**src/rtl/rsq_pkg.sv**
```systemverilog
package rsq_pkg;
   localparam int OSC_MODE_W = 3;

   localparam logic [OSC_MODE_W-1:0] OSC_LOWPWR_XTAL = 3'd0;
   localparam logic [OSC_MODE_W-1:0] OSC_STD_XTAL    = 3'd1;
   localparam logic [OSC_MODE_W-1:0] OSC_FAST_XTAL   = 3'd2;

   typedef enum logic [2:0] {
      SQ_START,
      SQ_PWRUP,
      SQ_OSCST,
      SQ_RUN,
      SQ_SLEEP,
      SQ_WAKE
   } sq_state_t;

   function automatic logic needs_settle(input logic [OSC_MODE_W-1:0] mode);
      return (mode == OSC_LOWPWR_XTAL) || (mode == OSC_STD_XTAL) || (mode == OSC_FAST_XTAL);
   endfunction
endpackage

```
**src/rtl/rsq_span_cnt.sv**
```systemverilog
module rsq_span_cnt #(
   parameter int TERMINAL = 1024,
   localparam int CW = $clog2(TERMINAL)
) (
   input  logic clk_i,
   input  logic arst_i,
   input  logic run_i,
   input  logic step_i,
   output logic done_o
);
   logic [CW-1:0] cnt_q;
   logic          at_end;

   generate
      if (TERMINAL < 2) begin : g_bad
         $error("rsq_span_cnt: TERMINAL must be at least 2");
      end
      if ((1 << CW) == TERMINAL) begin : g_pow2
         assign at_end = &cnt_q;
      end else begin : g_cmp
         assign at_end = (cnt_q == CW'(TERMINAL - 1));
      end
   endgenerate

   assign done_o = run_i & step_i & at_end;

   always_ff @(posedge clk_i or posedge arst_i) begin
      if (arst_i)        cnt_q <= '0;
      else if (!run_i)   cnt_q <= '0;
      else if (step_i)   cnt_q <= at_end ? '0 : cnt_q + 1'b1;
   end
endmodule

```
**src/rtl/rsq_cause_flags.sv**
```systemverilog
module rsq_cause_flags (
   input  logic clk_i,
   input  logic arst_i,
   input  logic wdt_hit_i,
   input  logic sleep_hit_i,
   input  logic sw_set_i,
   output logic por_flag_o,
   output logic to_flag_o,
   output logic pd_flag_o
);
   always_ff @(posedge clk_i or posedge arst_i) begin
      if (arst_i) begin
         por_flag_o <= 1'b0;
         to_flag_o  <= 1'b1;
         pd_flag_o  <= 1'b1;
      end else begin
         if (sw_set_i)    por_flag_o <= 1'b1;
         if (wdt_hit_i)   to_flag_o  <= 1'b0;
         if (sleep_hit_i) pd_flag_o  <= 1'b0;
      end
   end

   AST_TO_CAUSE: assert property (@(posedge clk_i) disable iff (arst_i)
      $fell(to_flag_o) |-> $past(wdt_hit_i));
   AST_PD_CAUSE: assert property (@(posedge clk_i) disable iff (arst_i)
      $fell(pd_flag_o) |-> $past(sleep_hit_i));
   AST_PORF_CAUSE: assert property (@(posedge clk_i) disable iff (arst_i)
      $rose(por_flag_o) |-> $past(sw_set_i));
   AST_PORF_STICKY: assert property (@(posedge clk_i) disable iff (arst_i)
      $past(por_flag_o) |-> por_flag_o);
endmodule

```
**src/rtl/boot_rst_seq.sv**
```systemverilog
module boot_rst_seq
   import rsq_pkg::*;
#(
   parameter int PWRT_TICKS = 1024,
   parameter int OST_CYCLES = 1024
) (
   input  logic                  clk_i,
   input  logic                  por_i,
   input  logic                  rc_tick_i,
   input  logic                  ext_rst_n_i,
   input  logic                  ext_rst_en_i,
   input  logic                  pwrt_en_i,
   input  logic [OSC_MODE_W-1:0] osc_mode_i,
   input  logic                  wdt_tmo_i,
   input  logic                  sleep_i,
   input  logic                  wake_i,
   input  logic                  por_flag_set_i,
   output logic                  rst_o,
   output logic                  busy_o,
   output logic                  por_flag_o,
   output logic                  to_flag_o,
   output logic                  pd_flag_o
);
   sq_state_t state_q, state_d;
   logic      wdt_q, wdt_d;
   logic      pw_done, os_done;
   logic      ext_act, xtal, wdt_hit, sleep_hit, run_ok;

   assign ext_act = ext_rst_en_i & ~ext_rst_n_i;
   assign xtal    = needs_settle(osc_mode_i);
   assign run_ok  = (state_q == SQ_RUN) & ~ext_act & ~wdt_q;

   rsq_span_cnt #(.TERMINAL(PWRT_TICKS)) i_pwrt_cnt (
      .clk_i  (clk_i),
      .arst_i (por_i),
      .run_i  (state_q == SQ_PWRUP),
      .step_i (rc_tick_i),
      .done_o (pw_done)
   );

   rsq_span_cnt #(.TERMINAL(OST_CYCLES)) i_ost_cnt (
      .clk_i  (clk_i),
      .arst_i (por_i),
      .run_i  ((state_q == SQ_OSCST) || (state_q == SQ_WAKE)),
      .step_i (1'b1),
      .done_o (os_done)
   );

   always_comb begin
      state_d = state_q;
      unique case (state_q)
         SQ_START: state_d = pwrt_en_i ? SQ_PWRUP : (xtal ? SQ_OSCST : SQ_RUN);
         SQ_PWRUP: if (pw_done) state_d = xtal ? SQ_OSCST : SQ_RUN;
         SQ_OSCST: if (os_done) state_d = SQ_RUN;
         SQ_RUN:   if (run_ok && !wdt_tmo_i && sleep_i) state_d = SQ_SLEEP;
         SQ_SLEEP: begin
            if (ext_act)                   state_d = SQ_RUN;
            else if (wdt_tmo_i || wake_i)  state_d = xtal ? SQ_WAKE : SQ_RUN;
         end
         SQ_WAKE:  if (ext_act || os_done) state_d = SQ_RUN;
         default:  state_d = SQ_START;
      endcase
   end

   assign wdt_d     = run_ok & wdt_tmo_i;
   assign sleep_hit = run_ok & ~wdt_tmo_i & sleep_i;
   assign wdt_hit   = wdt_d | ((state_q == SQ_SLEEP) & ~ext_act & wdt_tmo_i);

   always_ff @(posedge clk_i or posedge por_i) begin
      if (por_i) begin
         state_q <= SQ_START;
         wdt_q   <= 1'b0;
      end else begin
         state_q <= state_d;
         wdt_q   <= wdt_d;
      end
   end

   rsq_cause_flags i_flags (
      .clk_i       (clk_i),
      .arst_i      (por_i),
      .wdt_hit_i   (wdt_hit),
      .sleep_hit_i (sleep_hit),
      .sw_set_i    (por_flag_set_i),
      .por_flag_o  (por_flag_o),
      .to_flag_o   (to_flag_o),
      .pd_flag_o   (pd_flag_o)
   );

   assign rst_o  = (state_q == SQ_START) || (state_q == SQ_PWRUP) || (state_q == SQ_OSCST)
                   || ext_act || wdt_q;
   assign busy_o = (state_q == SQ_PWRUP) || (state_q == SQ_OSCST) || (state_q == SQ_WAKE);

   AST_OST_AFTER_PWRT: assert property (@(posedge clk_i) disable iff (por_i)
      (state_q == SQ_OSCST && $past(state_q) == SQ_PWRUP) |-> $past(pw_done));
   AST_RUN_AFTER_OST: assert property (@(posedge clk_i) disable iff (por_i)
      (state_q == SQ_RUN && $past(state_q) == SQ_OSCST) |-> $past(os_done));
   AST_RC_NO_SETTLE: assert property (@(posedge clk_i) disable iff (por_i)
      (state_q == SQ_OSCST && $past(state_q) != SQ_OSCST) |-> $past(xtal));
   AST_WAKE_NO_RESET: assert property (@(posedge clk_i) disable iff (por_i)
      (state_q == SQ_WAKE && !ext_act) |-> !rst_o);
   AST_PIN_IGNORED: assert property (@(posedge clk_i) disable iff (por_i)
      (!ext_rst_en_i && state_q == SQ_RUN && !wdt_q) |-> !rst_o);
   AST_WDT_ONE_CYCLE: assert property (@(posedge clk_i) disable iff (por_i)
      wdt_q |=> !wdt_q);
endmodule

```
**config.mk**
```make
export PLATFORM = sky130hd
export DESIGN_NAME = boot_rst_seq
export DESIGN_NICKNAME = d
export VERILOG_FILES = /design/src/rtl/rsq_pkg.sv /design/src/rtl/rsq_span_cnt.sv /design/src/rtl/rsq_cause_flags.sv /design/src/rtl/boot_rst_seq.sv
export SDC_FILE = /design/constraint.sdc
export NUM_CORES = 1
export LEC_CHECK = 0
export ABC_CLOCK_PERIOD_IN_PS = 2130
export BUFFER_PORTS_ARGS = -buffer_cell sky130_fd_sc_hd__buf_2
export CORE_MARGIN = 4
export CORE_UTILIZATION = 56
export DETAILED_ROUTE_END_ITERATION = 12
export GPL_TIMING_DRIVEN = 0
export PLACE_DENSITY = 0.87
export SYNTH_ARGS = -nofsm -noshare
export SYNTH_HDL_FRONTEND = slang
export SYNTH_SLANG_ARGS = --single-unit
export TNS_END_PERCENT = 20
```
**constraint.sdc**
```tcl
create_clock -name clk_i -period 2.13 [get_ports clk_i]
set_clock_uncertainty 0.05 [all_clocks]
set_input_delay 0.213 -clock clk_i [delete_from_list [all_inputs] [get_ports clk_i]]
set_output_delay 0.213 -clock clk_i [all_outputs]
set_load 0.01 [all_outputs]
```
==> reports/results.md, run 1 <==
| Quantity | This run |
|---|---|
| Crit-path max cell delay | 0.44 ns |
| Fraction of power spent switching nets | 38.22% |
| Post-CTS Repair Setup Buffers | 0 |
| Router iterations before antenna repair | 4 |
| Startpoint of the worst-slack reg-to-reg timing path | i_ost_cnt.cnt_q[0] |
| Synth Instances | 156 |
| Post-CTS Hold Fix Bufs | 0 |
| Count of endpoints failing hold in the final timing report | 0 |
| Relative slew margins | 33.27% |
| R2R cell count | 5 |
| Top-level I/O count | 18 |
| Residual DRC | 0 |
| Max-slew violation count | 0 |
| Static leakage power | 0.6947 nW |
| Yosys Warn Count | 0 |
| Die Y-Extent | 59.15 um |
| Die extent in x | 59.15 um |
| Reg-to-reg slack, setup | 0.26 ns |
| Largest family of logic cells by synthesized area | simple AND/OR/NAND/NOR gates |
| Top achievable clock speed | 535.6 MHz |
| Count of buffering cells on the critical path with inverters included | 0 |
| Clock sink count | 27 |
| Pin count of the biggest net entering global routing | 28 |
| Combined global-route utilization of all metal layers | 18.80% |
| Critical path's top delay family | simple AND/OR/NAND/NOR gates |
| Initial core utilization | 59.14% |
| Least-Margin Pin Slew | 0.9999 ns |
| DP Worst Slack | 0.2832 ns |
| Post-synthesis cell type with the largest combined area | sky130_fd_sc_hd__dfrtp_1 |
| Portion of total power attributed to the clock network | 15.3% |
| TritonCTS buffer count | 3 |
| Post-CTS clock slew at the launch and capture registers of the worst setup and hold paths | 0.15 ns |
| Clock latency reported for the late side of the worst-skew pair | 0.33 ns |
| Library cell contributing the largest single delay on the critical path | sky130_fd_sc_hd__dfrtp_1 |
| Root cell of the clock tree | sky130_fd_sc_hd__clkbuf_4 |
| Synth-to-Final Area Change | 10.16% |
| Mean area per synthesized cell | 9.392 um2 |
| Number of rows created at floorplan | 18 |
| Average via count per standard cell | 5.947 |
| Most frequent cells in the layout | sky130_fd_sc_hd__dfrtp_1 (25), sky130_fd_sc_hd__buf_2 (20), sky130_fd_sc_hd__nor2_1 (18), sky130_fd_sc_hd__nand2_1 (15), sky130_fd_sc_hd__nand3_1 (13) |
| Number of enable-type register cells in the synthesized netlist | 0 |
| HPWL after DPL | 2.188 mm |
| Layout cell share with drive strength beyond 1 | 17.51% |
| Power Density | 927.7 mW/mm2 |
| Final critical delay including setup and external delays | 1.867 ns |
| Syn Std Cell Area | 0.001465 mm2 |
| Routed via count | 1,231 |
| Arrival time reported for the critical path endpoint | 2.05 ns |
| Worst hold path class | in2reg |
| Non-filler cells in the finished layout | 207 |
| Top flip-flop cell by instance count after synthesis | sky130_fd_sc_hd__dfrtp_1 |
| Synth Area in Simple Gates | 27.84% |
| Final design utilization | 65.15% |
| XOR/XNOR Fraction of Synth Area | 6.576% |
| Setup violations, final | 0 |
| Antenna-violating nets left | 0 |
| CP Class | reg2reg |
| Maximum capacitance violations | 0 |
| Result of the run | complete, no violations |
| Sequential-to-total area share from yosys stat | 46.29% |
| Required time of the critical path | 2.31 ns |
| Aggregate routed wire length | 3.001 mm |
| Switching Power | 0.5723 mW |
| Routability cong. | 0.8418 |
| Clock buffer depth | 2 |
| Peak supply drop | 733.9 uV |
| CTS-repair resized insts | 0 |
| TritonCTS clock tree | yes |
| Commonest non-fill, non-tap cell in the layout | sky130_fd_sc_hd__dfrtp_1 |
| Internal power contribution | 0.9252 mW |
| Worst-path maximum fanout | 4 |
| DRC violation total after the first TritonRoute iteration | 34 |
| Global-route wire length before repair | 5.002 mm |
| Total of flip-flops plus latches after synthesis | 27 |
| End point of the critical path | state_q[0] |
| Deepest level of the CTS H-tree | 1 |
| Unrepaired setup endpoints after global routing | false |
| Share of flip-flops with an asynchronous set or reset | 100.0% |
| Number of antenna violations at the first check in global routing | 0 |
| Post-placement cell count | 203 |
| Vias in the first global route | 1,181 |
| Tightest hold margin | 0.006287 ns |
| Critical Path Stages | 5 |
| Total overflow reported by the global router | 0 |
| Share of synthesized area spent on multiplexers | 1.537% |
| Share of the synthesized area in the top cell type | 42.70% |
| Worst Setup Start Kind | flop |
| Share of total power in combinational logic | 40.7% |
| Distinct cell type count after synthesis | 44 |
| Portion of the clock cycle consumed by the worst path in the final layout | 87.66% |
| Ant. Diodes | 0 |
| Source of the critical timing path | i_ost_cnt.cnt_q[0] |
| Core area | 0.002477 mm2 |
| Sequential cell fraction of total power | 43.9% |
| Syn Nets | 171 |
| Net count of the finished layout | 193 |
| Fraction of the mapped netlist area in compound gates | 13.24% |
| Number of buffers inserted by port buffering | 17 |
| Mean routed wirelength per cell | 14.50 um |
| Endpoint of the worst register-to-register path | state_q[0] |
| Arithmetic-cell share of the synthesized area counting full adders, half adders and majority gates | 1.708% |
| Leading post-synthesis cells by cell area | sky130_fd_sc_hd__dfrtp_1 (43%), sky130_fd_sc_hd__nor2_1 (4.6%), sky130_fd_sc_hd__nand3_1 (4.4%) |
| Ordered list of cells on the worst path | ha_1 -> and4_1 -> and3_1 -> o221ai_2 -> mux2_2 |
| Setup crit end kind | flop |
| Slack of the critical path | 0.2629 ns |
| Die outline area | 0.003499 mm2 |
| Total negative slack | 0 ns |
==> cell type report <==
cell class                      count  area (um2)
Fill cell                         217       863.3
Multi-Input combinational cell    119       745.7
Sequential cell                    27       678.2
Timing Repair Buffer               17       85.08
Tap cell                           30       37.54
Clock buffer                        4       26.28
Inverter                            6       22.52
Buffer                              4       18.77
==> metal layers <==
layer / vias to the layer above / track usage, % / share of wire, %
li1: 606 / - / -
met1: 596 / 23.91 / 46
met2: 25 / 30.91 / 50
met3: 4 / 3.050 / 3.0
met4: 0 / 9.385 / 1.4
met5: - / 0 / 0
==> cells by family (layout without fill, tap and decap cells) <==
| group | count (synthesis) | after routing |
|---|---|---|
| buffers and inverters | 10 | 31 |
| AOI/OAI and AO/OA | 27 | 27 |
| adders and majority gates | 2 | 2 |
| muxes | 2 | 2 |
| DFF | 27 | 27 |
| and+or+nand+nor | 77 | 77 |
| xor gates and xnor gates | 11 | 11 |
==> sequential cells by signal, indices dropped and copies added (netlist names) <==
name	flops
i_flags.pd_flag_o	1
i_flags.por_flag_o	1
i_flags.to_flag_o	1
i_ost_cnt.cnt_q	10
i_pwrt_cnt.cnt_q	10
state_q	3
wdt_q	1
==> how the worst min path moves through the flow <==
| stage | start | end | slack, ns | cells after the start |
|---|---|---|---|---|
| final | wdt_tmo_i | i_flags.to_flag_o | 0.006 | 2 |
| after global routing | wdt_tmo_i | i_flags.to_flag_o | 0.008 | 2 |
| after CTS | wdt_tmo_i | i_flags.to_flag_o | 0.006 | 2 |
| after detailed placement | por_flag_set_i | i_flags.por_flag_o | 0.36 | 2 |
| after global placement | por_flag_set_i | i_flags.por_flag_o | 0.35 | 2 |
| after floorplan | por_i | i_flags.por_flag_o | 0.21 | 1 |
==> cell usage after synthesis (3+ instances only) <==
cell type                  instances
sky130_fd_sc_hd__a21oi_1           6
sky130_fd_sc_hd__nor2_1           18
sky130_fd_sc_hd__o21ai_0           3
sky130_fd_sc_hd__nand2b_1          5
sky130_fd_sc_hd__xnor2_1           5
sky130_fd_sc_hd__nand4_1           3
sky130_fd_sc_hd__inv_1             6
sky130_fd_sc_hd__buf_2             3
sky130_fd_sc_hd__a31oi_1           4
sky130_fd_sc_hd__nand2_1          15
sky130_fd_sc_hd__xor2_1            6
sky130_fd_sc_hd__nand3_1          13
sky130_fd_sc_hd__dfrtp_1          25
sky130_fd_sc_hd__and3_1            3
sky130_fd_sc_hd__nor3_1            3
==> metrics by stage <==
stage / instance area, um2 / power (mW)
floorplan: 1465 / 1.118
global placement: 1588 / 1.247
detailed placement: 1588 / 1.273
CTS: 1614 / 1.498
global route: 1614 / 1.597
finish: 1614 / 1.497
==> power by group through the flow <==
stage          clock, mW  sequential (mW)  combinational, mW
2_1_floorplan          0            0.655              0.463
4_1_cts            0.230            0.656              0.611
5_1_grt            0.254            0.670              0.673
3_5_place_dp           0            0.667              0.607
3_3_place_gp           0            0.659              0.588
6_report           0.230            0.658              0.610
(Power assumes the default switching activity.)
==> run 2: changes to the inputs <==
- RECOVER_POWER: not set -> 100
==> run 2 against run 1 <==
- worst setup slack worse by 0.092 ns
- core utilization down 0.76 points
- via count up 1.1%
- sequential power about the same
- cell area down 1.2%
- fmax down 4.7%
- critical path depth unchanged
==> reports/results.md, run 2 (synthesized netlist as in run 1, its figures left out) <==
| Quantity | This run | Delta |
|---|---|---|
| Result of the run | complete, no violations | unchanged |
| Aggregate routed wire length | 3.011 mm | was 3.001 mm |
| Routed via count | 1,244 | was 1,231 |
| Reg area | 678.2 um2 | unchanged |
| Power Density | 922.5 mW/mm2 | was 927.7 mW/mm2 |
| Least-Margin Pin Slew | 1.015 ns | was 0.9999 ns |
| Residual DRC | 0 | unchanged |
| Switching Power | 0.5651 mW | was 0.5723 mW |
| CTS-repair resized insts | 0 | unchanged |
| WHS Endpoint | i_flags.to_flag_o | unchanged |
| Share of total power in combinational logic | 40.1% | was 40.7% |
| DRC violation total after the first TritonRoute iteration | 33 | was 34 |
| Clock sink count | 27 | unchanged |
| Startpoint of the worst-slack reg-to-reg timing path | i_ost_cnt.cnt_q[0] | unchanged |
| Endpoint of the worst register-to-register path | state_q[0] | unchanged |
| Total negative slack | 0 ns | unchanged |
| HPWL after DPL | 2.188 mm | unchanged |
| Final critical delay including setup and external delays | 1.959 ns | was 1.867 ns |
| Ant. Diodes | 0 | unchanged |
| Commonest non-fill, non-tap cell in the layout | sky130_fd_sc_hd__dfrtp_1 | unchanged |
| Worst Setup Start Kind | flop | unchanged |
| TritonCTS buffer count | 3 | unchanged |
| Clock buffer depth | 2 | unchanged |
| Reg-to-reg slack, setup | 0.17 ns | was 0.26 ns |
| Worst-path maximum fanout | 4 | unchanged |
| Final-layout fill cell count | 225 | was 217 |
| Antenna-violating nets left | 0 | unchanged |
| Die Y-Extent | 59.15 um | unchanged |
| Startpoint of the lowest-slack hold path | wdt_tmo_i | unchanged |
| CP Class | reg2reg | unchanged |
| Worst Hold Depth | 2 | unchanged |
| Crit-path max cell delay | 0.44 ns | about the same |
| Pin count of the biggest net entering global routing | 28 | unchanged |
| Portion of the clock cycle consumed by the worst path in the final layout | 91.97% | was 87.66% |
| Initial core utilization | 59.14% | unchanged |
| Clock latency reported for the late side of the worst-skew pair | 0.33 ns | about the same |
| Max-slew violation count | 0 | unchanged |
| Fraction of power spent switching nets | 38.40% | was 38.22% |
| Top-level I/O count | 18 | unchanged |
| Die outline area | 0.003499 mm2 | unchanged |
| Most frequent cells in the layout | sky130_fd_sc_hd__dfrtp_1 (25), sky130_fd_sc_hd__nor2_1 (18), sky130_fd_sc_hd__nand2_1 (15), sky130_fd_sc_hd__buf_2 (15), sky130_fd_sc_hd__nand3_1 (13) | was sky130_fd_sc_hd__dfrtp_1 (25), sky130_fd_sc_hd__buf_2 (20), sky130_fd_sc_hd__nor2_1 (18), sky130_fd_sc_hd__nand2_1 (15), sky130_fd_sc_hd__nand3_1 (13) |
| Post-CTS clock slew at the launch and capture registers of the worst setup and hold paths | 0.14 ns | was 0.15 ns |
| Internal power contribution | 0.9066 mW | was 0.9252 mW |
| Post-CTS Hold Fix Bufs | 0 | unchanged |
| Root cell of the clock tree | sky130_fd_sc_hd__clkbuf_4 | unchanged |
| Vias in the first global route | 1,181 | unchanged |
| Post-CTS Repair Setup Buffers | 0 | unchanged |
| Unrepaired setup endpoints after global routing | false | unchanged |
| Top achievable clock speed | 510.5 MHz | was 535.6 MHz |
| Number of rows created at floorplan | 18 | unchanged |
| TritonCTS clock tree | yes | unchanged |
| Portion of total power attributed to the clock network | 15.3% | about the same |
| R2R cell count | 5 | unchanged |
| Setup crit end kind | flop | unchanged |
| Setup violations, final | 0 | unchanged |
| Routability cong. | 0.8418 | unchanged |
| Relative slew margins | 32.25% | was 33.27% |
| Required time of the critical path | 2.31 ns | about the same |
| Critical path's top delay family | simple AND/OR/NAND/NOR gates | unchanged |
| Router iterations before antenna repair | 4 | unchanged |
| Total overflow reported by the global router | 0 | unchanged |
| Peak supply drop | 725.7 uV | was 733.9 uV |
| Combined global-route utilization of all metal layers | 18.80% | unchanged |
| Net count of the finished layout | 193 | unchanged |
| Average via count per standard cell | 6.010 | was 5.947 |
| Sequential cell fraction of total power | 44.7% | was 43.9% |
| Worst hold path class | in2reg | unchanged |
| Ordered list of cells on the worst path | ha_1 -> and4_1 -> and3_1 -> o221ai_1 -> mux2_2 | was ha_1 -> and4_1 -> and3_1 -> o221ai_2 -> mux2_2 |
| Number of antenna violations at the first check in global routing | 0 | unchanged |
| Count of endpoints failing hold in the final timing report | 0 | unchanged |
| Layout cell share with drive strength beyond 1 | 13.56% | was 17.51% |
| Library cell contributing the largest single delay on the critical path | sky130_fd_sc_hd__dfrtp_1 | unchanged |
| Die extent in x | 59.15 um | unchanged |
| Static leakage power | 0.6775 nW | was 0.6947 nW |
| Synth-to-Final Area Change | 8.881% | was 10.16% |
| Arrival time reported for the critical path endpoint | 2.13 ns | was 2.05 ns |
| Deepest level of the CTS H-tree | 1 | unchanged |
| Regs by FF count | i_ost_cnt.cnt_q: 10 flops, i_pwrt_cnt.cnt_q: 10 flops, state_q: 3 flops | unchanged |
| Final design utilization | 64.39% | was 65.15% |
| Number of buffers inserted by port buffering | 17 | unchanged |
| Count of buffering cells on the critical path with inverters included | 0 | unchanged |
| Core area | 0.002477 mm2 | unchanged |
| Mean routed wirelength per cell | 14.55 um | was 14.50 um |
| Global-route wire length before repair | 5.002 mm | unchanged |
| Area of the multi-input gates | 733.2 um2 | was 745.7 um2 |
| Maximum capacitance violations | 0 | unchanged |
## run 2: cell types whose count changed in the layout (fill, tap and decap cells not counted)
cell / change
sky130_fd_sc_hd__nor4b_1: +1
sky130_fd_sc_hd__o221ai_2: -1
sky130_fd_sc_hd__clkbuf_1: +5
sky130_fd_sc_hd__o221ai_1: +1
sky130_fd_sc_hd__nor4b_2: -1
sky130_fd_sc_hd__buf_2: -5
## run 2: worst register-to-register path, stage by stage, from the launching register on
cell                       delay [ns]
sky130_fd_sc_hd__dfrtp_1         0.44
sky130_fd_sc_hd__ha_1            0.26
sky130_fd_sc_hd__and4_1          0.25
sky130_fd_sc_hd__and3_1          0.20
sky130_fd_sc_hd__o221ai_1        0.28
sky130_fd_sc_hd__mux2_2          0.38
## run 2: layer usage
metal / vias to the layer above / GRT usage [%] / share of wire [%]
met5: - / 0 / 0
li1: 603 / - / -
met2: 40 / 30.91 / 49
met1: 593 / 23.91 / 45
met4: 0 / 9.385 / 2.0
met3: 8 / 3.050 / 4.0
## run 2: worst max-delay path by stage
stage            endpoint  cells past startpoint               start  slack (ns)
6_report       state_q[0]                      5  i_ost_cnt.cnt_q[0]        0.17
5_1_grt        state_q[0]                      5  i_ost_cnt.cnt_q[0]        0.11
4_1_cts        state_q[0]                      5  i_ost_cnt.cnt_q[0]        0.26
3_5_place_dp   state_q[0]                      5  i_ost_cnt.cnt_q[0]        0.28
3_3_place_gp   state_q[0]                      5  i_ost_cnt.cnt_q[0]        0.36
2_1_floorplan  state_q[0]                      5  i_ost_cnt.cnt_q[0]        0.43
## run 2: power groups by stage
stage,combinational [mW],clock (mW),sequential [mW]
floorplan,0.463,0,0.655
global placement,0.588,0,0.659
detailed placement,0.607,0,0.667
CTS,0.611,0.230,0.656
global route,0.648,0.254,0.669
finish,0.590,0.225,0.657
## run 2: metrics by stage
stage	power (mW)	instance area [um2]	cells	hold WS [ns]	setup slack (ns)
after floorplan	1.118	1465	156	0.2142	0.4312
after global placement	1.247	1588	203	0.3545	0.3551
after detailed placement	1.273	1588	203	0.3611	0.2832
after CTS	1.498	1614	207	0.006386	0.2630
after global routing	1.572	1595	207	-0.002448	0.1061
final	1.472	1595	207	0.003379	0.1710
## run 2: area by class of cell
type                            count  share of cell area, %
Tap cell                           30                  2.353
Buffer                              4                  1.098
Clock buffer                        4                  1.647
Timing Repair Buffer               17                  5.020
Sequential cell                    27                  42.51
Inverter                            6                  1.412
Multi-Input combinational cell    119                  45.96
==> run 3: changes to the inputs <==
- ABC_AREA: not set -> 1
- CORE_UTILIZATION: 56 -> 57
- PLACE_DENSITY: 0.87 -> 0.88
==> run 3 against run 2 <==
- sequential power fell by 22%
- combinational power fell by 94%
- power fell by 46%
- clock-buffer cell count fell by 1
- cell count rose by 15%
- critical endpoint is now busy_o
- die area rose by 2.3%
- fmax rose by 6.4%
- hold slack improved by 0.023 ns
- sequential share of layout area fell by 1.3 points
- non-clock buffer count fell by 3
- first-iteration DRC count fell by 45%
==> reports/results.md, run 3 <==
| Quantity | This run | Delta |
|---|---|---|
| Core area | 0.002522 mm2 | was 0.002477 mm2 |
| Vias in the first global route | 1,245 | was 1,181 |
| Sequential-to-total area share from yosys stat | 44.32% | was 46.29% |
| Post-synthesis cell type with the largest combined area | sky130_fd_sc_hd__dfrtp_1 | unchanged |
| Layout cell share with drive strength beyond 1 | 15.87% | was 13.56% |
| Die extent in x | 59.82 um | was 59.15 um |
| Required time of the critical path | 1.87 ns | was 2.31 ns |
| Residual DRC | 0 | unchanged |
| Worst-path maximum fanout | 6 | was 4 |
| Distinct cell type count after synthesis | 34 | was 44 |
| Die outline area | 0.003578 mm2 | was 0.003499 mm2 |
| Post-CTS Repair Setup Buffers | 0 | unchanged |
| Number of buffers inserted by port buffering | 17 | unchanged |
| Most repeated cell in the gate-level netlist after synthesis | sky130_fd_sc_hd__nand2_1 | was sky130_fd_sc_hd__dfrtp_1 |
| Number of antenna violations at the first check in global routing | 0 | unchanged |
| TritonCTS clock tree | yes | unchanged |
| Total overflow reported by the global router | 0 | unchanged |
| Post-CTS Hold Fix Bufs | 0 | unchanged |
| TritonCTS buffer count | 3 | unchanged |
| Setup violations, final | 0 | unchanged |
| Power Density | 480.5 mW/mm2 | was 922.5 mW/mm2 |
| Commonest cells in the synthesized netlist | sky130_fd_sc_hd__nand2_1 (41), sky130_fd_sc_hd__dfrtp_1 (25), sky130_fd_sc_hd__inv_1 (21), sky130_fd_sc_hd__nor2_1 (16), sky130_fd_sc_hd__nand3_1 (13) | was sky130_fd_sc_hd__dfrtp_1 (25), sky130_fd_sc_hd__nor2_1 (18), sky130_fd_sc_hd__nand2_1 (15), sky130_fd_sc_hd__nand3_1 (13) |
| Arrival time reported for the critical path endpoint | 1.58 ns | was 2.13 ns |
| Combined global-route utilization of all metal layers | 18.03% | was 18.80% |
| Worst hold path class | in2async | was in2reg |
| Share of the synthesized area in the top cell type | 40.88% | was 42.70% |
| Die Y-Extent | 59.82 um | was 59.15 um |
| Pin count of the biggest net entering global routing | 28 | unchanged |
| Regs by FF count | i_ost_cnt.cnt_q: 10 flops, i_pwrt_cnt.cnt_q: 10 flops, state_q: 3 flops | unchanged |
| Clock sink count | 27 | unchanged |
| Static leakage power | 0.7864 nW | was 0.6775 nW |
| Yosys Warn Count | 0 | unchanged |
| Number of rows created at floorplan | 18 | unchanged |
| Mean area per synthesized cell | 8.227 um2 | was 9.392 um2 |
| Number of enable-type register cells in the synthesized netlist | 0 | unchanged |
| Count of endpoints failing hold in the final timing report | 0 | unchanged |
| Portion of the clock cycle consumed by the worst path in the final layout | 86.40% | was 91.97% |
| Initial core utilization | 60.66% | was 59.14% |
| Final-layout fill cell count | 226 | was 225 |
| Least-Margin Pin Slew | 0.9826 ns | was 1.015 ns |
| Routability cong. | 0.8894 | was 0.8418 |
| Unrepaired setup endpoints after global routing | false | unchanged |
| Syn Nets | 201 | was 171 |
| Clock latency reported for the late side of the worst-skew pair | 0.33 ns | about the same |
| Relative slew margins | 34.42% | was 32.25% |
| Top achievable clock speed | 543.4 MHz | was 510.5 MHz |
| Aggregate routed wire length | 2.853 mm | was 3.011 mm |
| Mean routed wirelength per cell | 11.99 um | was 14.55 um |
| Total of flip-flops plus latches after synthesis | 27 | unchanged |
| Routed via count | 1,264 | was 1,244 |
| Share of flip-flops with an asynchronous set or reset | 100.0% | unchanged |
| DRC violation total after the first TritonRoute iteration | 18 | was 33 |
| Clock buffer depth | 2 | unchanged |
| Library cell appearing most often on the critical path | sky130_fd_sc_hd__nand2_1 |  |
| Most frequent cells in the layout | sky130_fd_sc_hd__nand2_1 (44), sky130_fd_sc_hd__dfrtp_1 (25), sky130_fd_sc_hd__inv_1 (24), sky130_fd_sc_hd__nor2_1 (19), sky130_fd_sc_hd__nand3_1 (15) | was sky130_fd_sc_hd__dfrtp_1 (25), sky130_fd_sc_hd__nor2_1 (18), sky130_fd_sc_hd__nand2_1 (15), sky130_fd_sc_hd__buf_2 (15), sky130_fd_sc_hd__nand3_1 (13) |
| Syn Std Cell Area | 0.001530 mm2 | was 0.001465 mm2 |
| Router iterations before antenna repair | 4 | unchanged |
| Top-level I/O count | 18 | unchanged |
| Ordered list of cells on the worst path | inv_1 -> nand3_1 -> nand2_1 -> inv_2 -> nand2_1 -> clkbuf_1 | was ha_1 -> and4_1 -> and3_1 -> o221ai_1 -> mux2_2 |
| Library cell contributing the largest single delay on the critical path | sky130_fd_sc_hd__dfrtp_1 | unchanged |
| Net count of the finished layout | 224 | was 193 |
| Power Total | 0.7900 mW | was 1.472 mW |
| CP Class | reg2out | was reg2reg |
| Max-slew violation count | 0 | unchanged |
| Antenna-violating nets left | 0 | unchanged |
| Crit-path max cell delay | 0.48 ns | was 0.44 ns |
| CTS-repair resized insts | 0 | unchanged |
| Result of the run | complete, no violations | unchanged |
| Tightest hold margin | 0.02648 ns | was 0.003379 ns |
| Root cell of the clock tree | sky130_fd_sc_hd__clkbuf_4 | unchanged |
| Top flip-flop cell by instance count after synthesis | sky130_fd_sc_hd__dfrtp_1 | unchanged |
| Total negative slack | 0 ns | unchanged |
| Deepest level of the CTS H-tree | 1 | unchanged |
| Final critical delay including setup and external delays | 1.840 ns | was 1.959 ns |
| Reg-to-reg slack, setup | 0.39 ns | was 0.17 ns |
| Global-route wire length before repair | 4.974 mm | was 5.002 mm |
| HPWL after DPL | 2.149 mm | was 2.188 mm |
| Maximum capacitance violations | 0 | unchanged |
| Post-CTS clock slew at the launch and capture registers of the worst setup and hold paths | 0.16 ns | was 0.14 ns |
| Commonest non-fill, non-tap cell in the layout | sky130_fd_sc_hd__nand2_1 | was sky130_fd_sc_hd__dfrtp_1 |
| Synth-to-Final Area Change | 7.441% | was 8.881% |
| Setup crit end kind | output pin | was flop |
| Average via count per standard cell | 5.311 | was 6.010 |
| Ant. Diodes | 0 | unchanged |
| Leading post-synthesis cells by cell area | sky130_fd_sc_hd__dfrtp_1 (41%), sky130_fd_sc_hd__nand2_1 (10%), sky130_fd_sc_hd__inv_1 (5.2%) | was sky130_fd_sc_hd__dfrtp_1 (43%), sky130_fd_sc_hd__nor2_1 (4.6%), sky130_fd_sc_hd__nand3_1 (4.4%) |
| Worst Setup Start Kind | flop | unchanged |
| Synth Instances | 186 | was 156 |
| Peak supply drop | 412.8 uV | was 725.7 uV |
==> run 3: cell types whose count changed after synthesis, sizes merged, moves of 5 or more <==
cell,delta
inv,+23
nor2,+5
nand2,+30
nand2b,-5
==> run 3: stage by stage <==
step | util, % | worst slack (ns) | cells | area [um2]
after global placement | 65.53 | 0.6591 | 233 | 1653
after global routing | 65.18 | 0.1488 | 238 | 1644
final | 65.18 | 0.2897 | 238 | 1644
after detailed placement | 65.53 | 0.6477 | 233 | 1653
after floorplan | - | 0.8075 | 186 | 1530
after CTS | 66.77 | 0.3561 | 237 | 1684
==> run 3: path summary, 6_finish.rpt <==
check                                 endpoint           startpoint  cells after the start
max reg2reg                i_pwrt_cnt.cnt_q[9]  i_pwrt_cnt.cnt_q[0]                     10
max                                     busy_o           state_q[2]                      6
max in group asynchronous           state_q[0]                por_i                      2
min in group clk_i         i_pwrt_cnt.cnt_q[6]            rc_tick_i                      3
min reg2reg                  i_flags.pd_flag_o    i_flags.pd_flag_o                      1
min                         i_flags.por_flag_o                por_i                      2
==> run 3: kinds of logic after synthesis <==
group | after synthesis | synth area share, %
DFF | 27 | 44.32
buffers and inverters | 29 | 7.114
adders and majority gates | 2 | 1.635
and+or+nand+nor | 99 | 33.53
AOI/OAI and AO/OA | 22 | 9.404
xor gates and xnor gates | 7 | 4.007
==> run 3: area by class of cell <==
cell class              instances  area [um2]  share of cell area, %
multi-input cells             130       698.2                  42.47
flip-flops and latches         27       678.2                  41.25
inverters                      29       108.9                  6.621
repair buffers                 18       90.09                  5.479
well taps                      30       37.54                  2.283
clock buffers                   3       22.52                  1.370
clock inverters                 1       8.758                 0.5327
==> run 3: power by group <==
group | switching [mW] | internal (mW) | total, mW | leakage (nW)
Clock | 0.166 | 0.0767 | 0.243 | 0.0183
Sequential | 0.0000000000000000191 | 0.513 | 0.513 | 0.345
Combinational | 0.0225 | 0.0118 | 0.0343 | 0.423
Total | 0.189 | 0.601 | 0.790 | 0.786
==> run 3: worst max-delay path: cells and delay by family, from the launching register on <==
family / cells / cell delay, ns
and+or+nand+nor: 3 / 0.39
DFF: 1 / 0.48
buffers and inverters: 3 / 0.39
==> run 3: layer usage <==
layer  vias up  wire, um  part of all wire [%]  GRT usage (%)
met2        20      1445                    51          33.49
li1        648         -                     -              -
met4         0        39                   1.4          5.380
met3         6        91                   3.2          2.808
met5         -         0                     0              0
met1       590      1276                    45          20.99
